[src/rtl/gpio_slot_pkg.sv]
package gpio_slot_pkg;
  localparam int SLOT_W   = 20;
  localparam int GPIO_LSB = 4;
  localparam int BDI_BIT  = 2;
  localparam int ERR_BIT  = 1;
  localparam int INT_BIT  = 0;
endpackage

[src/rtl/gpio_out_ctl.sv]
module gpio_out_ctl #(
  parameter int NPIN = 5
) (
  input  logic            clk,
  input  logic            rst_n,
  input  logic            frame_stb,
  input  logic            s12_valid,
  input  logic [NPIN-1:0] s12_gpio,
  input  logic [NPIN-1:0] pin_dir,
  input  logic            ovr_mode,
  input  logic [NPIN-1:0] ovr_pins,
  output logic [NPIN-1:0] pin_out
);
  // keep bits of input pins, take bits of output pins
  function automatic logic [NPIN-1:0] merge_cmd(input logic [NPIN-1:0] held,
                                                input logic [NPIN-1:0] fresh,
                                                input logic [NPIN-1:0] dir);
    return (held & ~dir) | (fresh & dir);
  endfunction

  logic [NPIN-1:0] pend_q;
  logic [NPIN-1:0] drv_q;
  logic            accept_w;

  assign accept_w = s12_valid && !ovr_mode;

  always_ff @(posedge clk) begin
    if (!rst_n) begin
      pend_q <= '0;
      drv_q  <= '0;
    end else begin
      if (accept_w) pend_q <= merge_cmd(pend_q, s12_gpio, pin_dir);
      if (frame_stb) drv_q <= pend_q;
    end
  end

  assign pin_out = (ovr_mode ? ovr_pins : drv_q) & pin_dir;


  drive_hold_chk: assert property (@(posedge clk) disable iff (!rst_n)
    !frame_stb |=> $stable(drv_q));

  in_pin_keep_chk: assert property (@(posedge clk) disable iff (!rst_n)
    accept_w |=> ((pend_q & ~$past(pin_dir)) == ($past(pend_q) & ~$past(pin_dir))));

  no_valid_keep_chk: assert property (@(posedge clk) disable iff (!rst_n)
    !s12_valid |=> $stable(pend_q));

  ovr_refuse_chk: assert property (@(posedge clk) disable iff (!rst_n)
    ovr_mode |=> $stable(pend_q));
endmodule

[src/rtl/gpio_evt_cap.sv]
module gpio_evt_cap #(
  parameter int NPIN = 5
) (
  input  logic            clk,
  input  logic            rst_n,
  input  logic [NPIN-1:0] pin_in,
  input  logic [NPIN-1:0] pin_dir,
  input  logic [NPIN-1:0] wake_mask,
  input  logic [NPIN-1:0] evt_clr,
  output logic [NPIN-1:0] evt_q,
  output logic [NPIN-1:0] edge_w
);
  logic [NPIN-1:0] prev_q;
  logic            primed_q;

  always_ff @(posedge clk) begin
    if (!rst_n) begin
      prev_q   <= '0;
      primed_q <= 1'b0;
    end else begin
      prev_q   <= pin_in;
      primed_q <= 1'b1;
    end
  end

  for (genvar i = 0; i < NPIN; i++) begin : g_pin
    assign edge_w[i] = primed_q && !pin_dir[i] && wake_mask[i] && (pin_in[i] != prev_q[i]);

    always_ff @(posedge clk) begin
      if (!rst_n)         evt_q[i] <= 1'b0;
      else if (edge_w[i]) evt_q[i] <= 1'b1;
      else if (evt_clr[i]) evt_q[i] <= 1'b0;
    end


    sticky_hold_chk: assert property (@(posedge clk) disable iff (!rst_n)
      (evt_q[i] && !evt_clr[i]) |=> evt_q[i]);

    out_pin_quiet_chk: assert property (@(posedge clk) disable iff (!rst_n)
      (pin_dir[i] && !evt_q[i]) |=> !evt_q[i]);
  end
endmodule

[src/rtl/slot_status_build.sv]
module slot_status_build
  import gpio_slot_pkg::*;
#(
  parameter int NPIN  = 5,
  parameter int BDI_W = 8,
  parameter int ERR_W = 8
) (
  input  logic              clk,
  input  logic              rst_n,
  input  logic              frame_stb,
  input  logic [NPIN-1:0]   pin_dir,
  input  logic [NPIN-1:0]   pin_in,
  input  logic [NPIN-1:0]   pin_out,
  input  logic [NPIN-1:0]   evt_q,
  input  logic [BDI_W-1:0]  bdi_status,
  input  logic [BDI_W-1:0]  bdi_enable,
  input  logic [ERR_W-1:0]  err_status,
  output logic [SLOT_W-1:0] ret_slot
);
  function automatic logic [SLOT_W-1:0] pack_slot(input logic [NPIN-1:0] lv,
                                                  input logic bdi, input logic err,
                                                  input logic irq);
    logic [SLOT_W-1:0] w;
    w = '0;
    w[GPIO_LSB +: NPIN] = lv;
    w[BDI_BIT] = bdi;
    w[ERR_BIT] = err;
    w[INT_BIT] = irq;
    return w;
  endfunction

  logic [NPIN-1:0] level_w;
  logic            bdi_flag_w;
  logic            err_flag_w;
  logic            irq_flag_w;

  assign level_w    = (pin_in & ~pin_dir) | (pin_out & pin_dir);
  assign bdi_flag_w = |(bdi_status & bdi_enable);
  assign err_flag_w = |err_status;
  assign irq_flag_w = (|evt_q) | bdi_flag_w | err_flag_w;

  always_ff @(posedge clk) begin
    if (!rst_n)         ret_slot <= '0;
    else if (frame_stb) ret_slot <= pack_slot(level_w, bdi_flag_w, err_flag_w, irq_flag_w);
  end


  ret_hold_chk: assert property (@(posedge clk) disable iff (!rst_n)
    !frame_stb |=> $stable(ret_slot));

  evt_to_irq_chk: assert property (@(posedge clk) disable iff (!rst_n)
    (frame_stb && (|evt_q)) |=> ret_slot[INT_BIT]);

  err_to_flag_chk: assert property (@(posedge clk) disable iff (!rst_n)
    (frame_stb && (|err_status)) |=> (ret_slot[ERR_BIT] && ret_slot[INT_BIT]));

  bdi_to_flag_chk: assert property (@(posedge clk) disable iff (!rst_n)
    (frame_stb && (|(bdi_status & bdi_enable))) |=> ret_slot[BDI_BIT]);
endmodule

[src/rtl/gpio_slot_agg.sv]
module gpio_slot_agg
  import gpio_slot_pkg::*;
#(
  parameter int NPIN  = 5,
  parameter int BDI_W = 8,
  parameter int ERR_W = 8
) (
  input  logic              clk,
  input  logic              rst_n,
  input  logic              frame_stb,
  input  logic              s12_valid,
  input  logic [NPIN-1:0]   s12_gpio,
  input  logic [NPIN-1:0]   pin_dir,
  input  logic              ovr_mode,
  input  logic [NPIN-1:0]   ovr_pins,
  input  logic [NPIN-1:0]   pin_in,
  input  logic [NPIN-1:0]   wake_mask,
  input  logic [NPIN-1:0]   evt_clr,
  input  logic [BDI_W-1:0]  bdi_status,
  input  logic [BDI_W-1:0]  bdi_enable,
  input  logic [ERR_W-1:0]  err_status,
  output logic [NPIN-1:0]   pin_out,
  output logic [SLOT_W-1:0] ret_slot
);
  logic [NPIN-1:0] evt_w;
  logic [NPIN-1:0] edge_w;

  gpio_out_ctl #(.NPIN(NPIN)) u_out (
    .clk(clk), .rst_n(rst_n), .frame_stb(frame_stb), .s12_valid(s12_valid),
    .s12_gpio(s12_gpio), .pin_dir(pin_dir), .ovr_mode(ovr_mode),
    .ovr_pins(ovr_pins), .pin_out(pin_out)
  );

  gpio_evt_cap #(.NPIN(NPIN)) u_evt (
    .clk(clk), .rst_n(rst_n), .pin_in(pin_in), .pin_dir(pin_dir),
    .wake_mask(wake_mask), .evt_clr(evt_clr), .evt_q(evt_w), .edge_w(edge_w)
  );

  slot_status_build #(.NPIN(NPIN), .BDI_W(BDI_W), .ERR_W(ERR_W)) u_stat (
    .clk(clk), .rst_n(rst_n), .frame_stb(frame_stb), .pin_dir(pin_dir),
    .pin_in(pin_in), .pin_out(pin_out), .evt_q(evt_w),
    .bdi_status(bdi_status), .bdi_enable(bdi_enable), .err_status(err_status),
    .ret_slot(ret_slot)
  );


  edge_sets_evt_chk: assert property (@(posedge clk) disable iff (!rst_n)
    (|edge_w) |=> (|evt_w));

  reserved_zero_chk: assert property (@(posedge clk) disable iff (!rst_n)
    frame_stb |=> (ret_slot[SLOT_W-1:GPIO_LSB+NPIN] == '0 && ret_slot[3] == 1'b0));
endmodule

[config.mk]
export PLATFORM = sky130hd
export DESIGN_NAME = gpio_slot_agg
export DESIGN_NICKNAME = d
export VERILOG_FILES = /design/src/rtl/gpio_slot_pkg.sv /design/src/rtl/gpio_out_ctl.sv /design/src/rtl/gpio_evt_cap.sv /design/src/rtl/slot_status_build.sv /design/src/rtl/gpio_slot_agg.sv
export SDC_FILE = /design/constraint.sdc
export NUM_CORES = 1
export LEC_CHECK = 0
export BUFFER_PORTS_ARGS = -buffer_cell sky130_fd_sc_hd__buf_2
export CAP_MARGIN = 20
export CORE_ASPECT_RATIO = 0.75
export CORE_UTILIZATION = 38
export CTS_CLUSTER_DIAMETER = 50
export DETAILED_ROUTE_END_ITERATION = 7
export GPL_ROUTABILITY_DRIVEN = 0
export PLACE_DENSITY = 0.77
export SLEW_MARGIN = 30
export SYNTH_ARGS = -nofsm -noshare
export SYNTH_HDL_FRONTEND = slang
export SYNTH_SLANG_ARGS = --single-unit
[constraint.sdc]
create_clock -name clk -period 1.1 [get_ports clk]
set_input_delay 0.11 -clock clk [delete_from_list [all_inputs] [get_ports clk]]
set_output_delay 0.11 -clock clk [all_outputs]
set_load 0.005 [all_outputs]
**After elaboration in Yosys (flattened, before gate mapping)**

Cells that the tools add are included.

- Register bits after elaboration: 29
- Output and inout port bits: 25
- Word-level logic and storage cells: 68
- Bits of input ports: 59

- Reductions and logical operators: 30
- Bitwise operators: 11
- Muxes and demuxes: 12
- Equal/unequal tests: 5

Operator list:

| operator | count |
|---|---|
| $and 5x5->5 | 5 |
| $logic_and 1x1->1 | 16 |
| $reduce_or 8->1 | 2 |
| $mux 1 | 11 |
| $or 5x5->5 | 2 |
| $reduce_bool 2->1 | 5 |
| $and 8x8->8 | 1 |
| $logic_not 1->1 | 6 |
| $mux 5 | 1 |
| $ne 1x1->1 | 5 |
| $not 5->5 | 1 |
| $reduce_or 5->1 | 1 |
| $or 1x1->1 | 2 |

**Depth between registers and ports, before layout**

- Depth after elaboration: 5
- Mapped depth: 5
- Depth with buffers taken out: 3

**Modules after synthesis**

Synthesis repeated with hierarchy kept, for this count alone.

- Cell total of the unflattened synthesis: 155
- Area total of the unflattened synthesis: 1,480.2 um2

Modules (own cells, without submodules):

| module | instances | area each (um2) | cells each | sequential area each (um2) |
|---|---|---|---|---|
| gpio_out_ctl | 1 | 511.7 | 53 | 200.2 |
| gpio_evt_cap | 1 | 486.7 | 48 | 220.2 |
| slot_status_build | 1 | 481.7 | 54 | 160.2 |

**Worst setup path after synthesis**

OpenSTA, ideal clock, no wires.

- Path kind: reg2reg
- From: register u_evt.evt_q[2]
- To: register u_stat.ret_slot[0]
- Cell stages (with the launch flop): 4
- Data arrival time: 1.030 ns
- Path buffers: 0
- Required time: 0.973 ns
- Path slack: -0.057 ns
- Library setup time: 0.127 ns
- Period minus slack after synthesis: 1.157 ns
- Path through: dfxtp_1 > or4_1 > nor4_2 > a31oi_1

- Cells in the longest elaborated chain, start to end: 3

Ends and longest elaborated chain:

| what | RTL line | text |
|---|---|---|
| start, declared | gpio_evt_cap.sv:10 | `output logic [NPIN-1:0] evt_q,` |
| start signal, assigned by index | gpio_evt_cap.sv:30 | `if (!rst_n) evt_q[i] <= 1'b0;` |
| start signal, assigned by index | gpio_evt_cap.sv:31 | `else if (edge_w[i]) evt_q[i] <= 1'b1;` |
| start signal, assigned by index | gpio_evt_cap.sv:32 | `else if (evt_clr[i]) evt_q[i] <= 1'b0;` |
| $reduce_or 5->1 | slot_status_build.sv:40 | `assign irq_flag_w = (\|evt_q) \| bdi_flag_w \| err_flag_w;` |
| $or 1x1->1 (2 in a row) | slot_status_build.sv:40 |  |
| end signal, assigned | slot_status_build.sv:44 | `else if (frame_stb) ret_slot <= pack_slot(level_w, bdi_flag_w, err_flag_w, irq_flag_w);` |
| end, declared | slot_status_build.sv:18 | `output logic [SLOT_W-1:0] ret_slot` |

Every way passes these cells.
A chain may end at the register's enable or synchronous reset.

**Worst setup path after layout**

Same ends and word-level chain as after synthesis.

==> results.md <==
Timing:
- The worst hold-check slack is 0.0485 ns.
- The worst path setup slack after routing is -0.120 ns.
- The final hold violation count is 0.
- Setup repair after global routing could not meet its margin everywhere.
- The total of endpoints with negative setup slack in the final report is 1.
- Dividing the final minimum period by the clock period gives 1.11.
- The final number of max-transition violations is 0.
- The minimum clock period is 1.22 ns.
- The peak clock frequency supported by timing is 820 MHz.
- The setup skew after layout is 0.00246 ns.

Route:
- The ratio of routed vias to standard cells is 4.63.
- The DRC violation count after routing is 5.
- After detailed routing, the average wire length per cell comes to 12.1 um.
- For this block, the via count after detailed routing is 1213.
- The number of nets with antenna violations after detailed routing is 0.
- The first TritonRoute pass finished after 7 iterations.
- The wire length after detailed routing is 3160 um.
- The detailed router finished its first iteration with 27 violations.

Final layout:
- From synthesis to final layout, the design area changed by 36.7%.
- The sequential cells in the finished layout cover a total of 586 sq um.
- The library cell used most frequently in the layout, excluding fill and tap cells, is sky130_fd_sc_hd__buf_2.
- For this run, the share of the core covered by cells in the final layout is 0.552.
- Leaving out fill and tap cells, the most frequent cells in the layout are 71 x sky130_fd_sc_hd__buf_2, 25 x sky130_fd_sc_hd__dfxtp_1, 16 x sky130_fd_sc_hd__nor2_1, 14 x sky130_fd_sc_hd__mux2i_1.
- In the final layout, the share of cells above drive strength 1 is 0.410.
- The filler cells instantiated in the layout total 322.
- The antenna cell count is 0.
- At the end of the flow, the number of nets in the layout was 280.
- The total area of multi-input combinational cells is 709 sq um.

Pwr:
- The total power per unit cell area is 1310 nW/um^2.
- Of the total power, the share spent switching nets is 0.240.
- The highest ir drop seen on vdd is 0.799 mV.
- The net switching power of the design is 0.000583 W.
- Of the total power, registers draw 0.461.
- The share of total power dissipated in the clock network is 0.398.
- The share of total power dissipated in combinational logic is 0.142.
- The leakage power figure is 0.922 nW.
- Internal power comes to 0.00185 W.

Die:
- The core area is 3360 sq um.
- The initial core utilization is 0.404.
- The floorplan has 18 rows.
- Measured along the x axis, the die boundary spans 71.0 um.
- The y dimension of the die is 53.7 um.
- The top-level port count is 84.
- The overall die area is 3810 sq um.

CTS:
- Clock-pin slew was measured on the worst setup and hold paths at 0.06 ns.
- Clock latency on the worst-skew pair, taken at its later pin, is 0.28 ns.
- The cell at the root of the clock tree is sky130_fd_sc_hd__clkbuf_8.
- CTS saw 29 sinks.
- After clock tree synthesis, the flow added hold-fix buffers numbering 0.
- The number of buffers inserted during clock tree synthesis is 5.
- Counting along the longest clock path gives a buffer depth of 2.
- The level count of the clock H-tree is 2.
- The clock tree from TritonCTS is yes.

Min path:
- The tightest min-delay check is of the primary input to register type.
- The worst hold path begins at rst_n.

Synth:
- The netlist area before placement is 1360 sq um.
- The post-synthesis async set-or-reset flop share is 0.
- Of the post-synthesis cell area, the dominant cell type holds 0.428.
- The number of synthesized register bits is 29.
- During synthesis, Yosys emitted a total of 0 warnings.
- Sorting the synthesized cells by area gives the leading types as sky130_fd_sc_hd__dfxtp_1 43%, sky130_fd_sc_hd__mux2i_1 11%, sky130_fd_sc_hd__buf_4 7.2%, sky130_fd_sc_hd__a21oi_1 4.4%, sky130_fd_sc_hd__nor2_1 4.4%.
- The number of enable-type register cells in the synthesized netlist is 0.
- The most instantiated flip-flop cell in the synthesis netlist is sky130_fd_sc_hd__dfxtp_1.
- Yosys mapped the design onto 26 distinct sky130hd cell types.
- The biggest area contributor in the post-synthesis netlist is sky130_fd_sc_hd__dfxtp_1.
- The gate count of the mapped netlist is 145.
- The share of the Yosys chip area taken by registers is 0.428.
- A synthesized cell averages 9.35 sq um.

Status:
- The run finished, with violations left.
- The checks that failed: design-rule violations, negative setup slack.

Place:
- The HPWL after detailed placement is 2380 um.
- The count of buffers added on input and output ports is 71.

GRT:
- Across every metal layer, demand over resource in global routing totals 0.173.
- The via count of the first global-routing pass is 1011.
- The maximum number of pins on one net before global-route repair is 20.
- The first global-routing pass estimated 4750 um of wire.
- The initial antenna violation count is 0.
- The total congestion overflow after global routing is 0.

Worst setup path:
- The largest stage delay on the critical path is 0.54 ns.
- The most critical setup path has its startpoint at u_evt.evt_q[2].
- The worst reg-to-reg setup slack is -0.12 ns.
- STA classifies the critical path endpoint as a register.
- The cell type of the slowest stage on the worst timing path is sky130_fd_sc_hd__or4_4.
- The endpoint required time on the critical path is 1.26 ns.
- The critical path is of the register to register type.
- STA puts the critical path data arrival time at 1.38 ns.
- Traced cell by cell, the critical path runs through or4_4, nor4_4, a31oi_1.
- The maximum fanout along the worst path is 2.
- The reg-to-reg startpoint is u_evt.evt_q[2].
- The worst setup path is launched from a register.

Job:
- Across the run, the number of max-cap violations was 0.
[power groups by stage]
stage               registers, W  logic [W]  clock network, W
global route             0.00112   0.000382           0.00104
global placement         0.00114   0.000328                 0
detailed placement       0.00114   0.000333                 0
CTS                      0.00112   0.000334          0.000999
finish                   0.00112   0.000344          0.000967
floorplan                0.00114   0.000187                 0
[critical path: cells and delay by family, from the launching register on]
| kind | cells | cell delay (ns) |
|---|---|---|
| compound gates | 1 | 0.11 |
| flops | 1 | 0.32 |
| simple gates | 2 | 0.68 |
[cells by family (layout without fill, tap and decap cells)]
| family | Yosys count | after routing | share of synthesized area |
|---|---|---|---|
| multiplexers | 15 | 15 | 0.111 |
| AO/OA/AOI/OAI | 23 | 23 | 0.107 |
| XOR/XNOR | 5 | 5 | 0.0323 |
| AND/OR/NAND/NOR | 53 | 53 | 0.228 |
| buffers and inverters | 19 | 85 | 0.0905 |
| flip-flops | 29 | 29 | 0.428 |
| other | 1 | 12 | 0.00277 |
[cell usage after synthesis, drive strengths merged, types with 2 or more instances]
| cell type | number |
|---|---|
| nor2 | 16 |
| xor2 | 5 |
| a21oi | 12 |
| mux2i | 15 |
| dfxtp | 29 |
| clkbuf | 2 |
| nand2b | 5 |
| or4 | 3 |
| buf | 15 |
| o21ai | 2 |
| nand3b | 5 |
| a22oi | 2 |
| and2 | 5 |
| a211o | 5 |
| nand4b | 5 |
| nand2 | 5 |
| nor2b | 5 |
| inv | 2 |
| nor3 | 2 |
[repair_timing]
action	CTS	global route
gates resized for setup	0	7
setup buffers	0	2
setup endpoints to repair	1	6
[through the flow]
stage          TNS (ns)  cell area, sq um  total power, W  std cells  setup slack [ns]
5_1_grt          -0.248              1850         0.00255        262            -0.150
4_1_cts          -0.153              1820         0.00245        260            -0.153
6_report         -0.120              1850         0.00243        262            -0.120
2_1_floorplan   -0.0570              1400         0.00133        156           -0.0570
3_5_place_dp     -0.179              1710         0.00148        252            -0.176
3_3_place_gp     -0.124              1710         0.00147        252            -0.110
[cell type report]
cell class / instances / share of cell area
Clock buffer: 7 / 0.0520
Clock inverter: 1 / 0.00270
Inverter: 2 / 0.00405
Multi-Input combinational cell: 108 / 0.383
Sequential cell: 29 / 0.316
Tap cell: 40 / 0.0270
Timing Repair Buffer: 75 / 0.215
[metal layers]
metal / vias to the layer above / share of wire / GRT usage
met2: 43 / 0.43 / 0.268
met5: - / 0 / 0
met4: 0 / 0.013 / 0.0600
met3: 6 / 0.072 / 0.0768
met1: 532 / 0.48 / 0.218
li1: 632 / - / -
[final timing paths]
kind | to | cells after the start
setup / recovery | u_stat.ret_slot[0] | 3
hold / removal | u_evt.primed_q | 1
setup reg to reg | u_stat.ret_slot[0] | 3
hold reg to reg | u_stat.ret_slot[7] | 2
No activity file was read; power rests on OpenSTA's default activity.
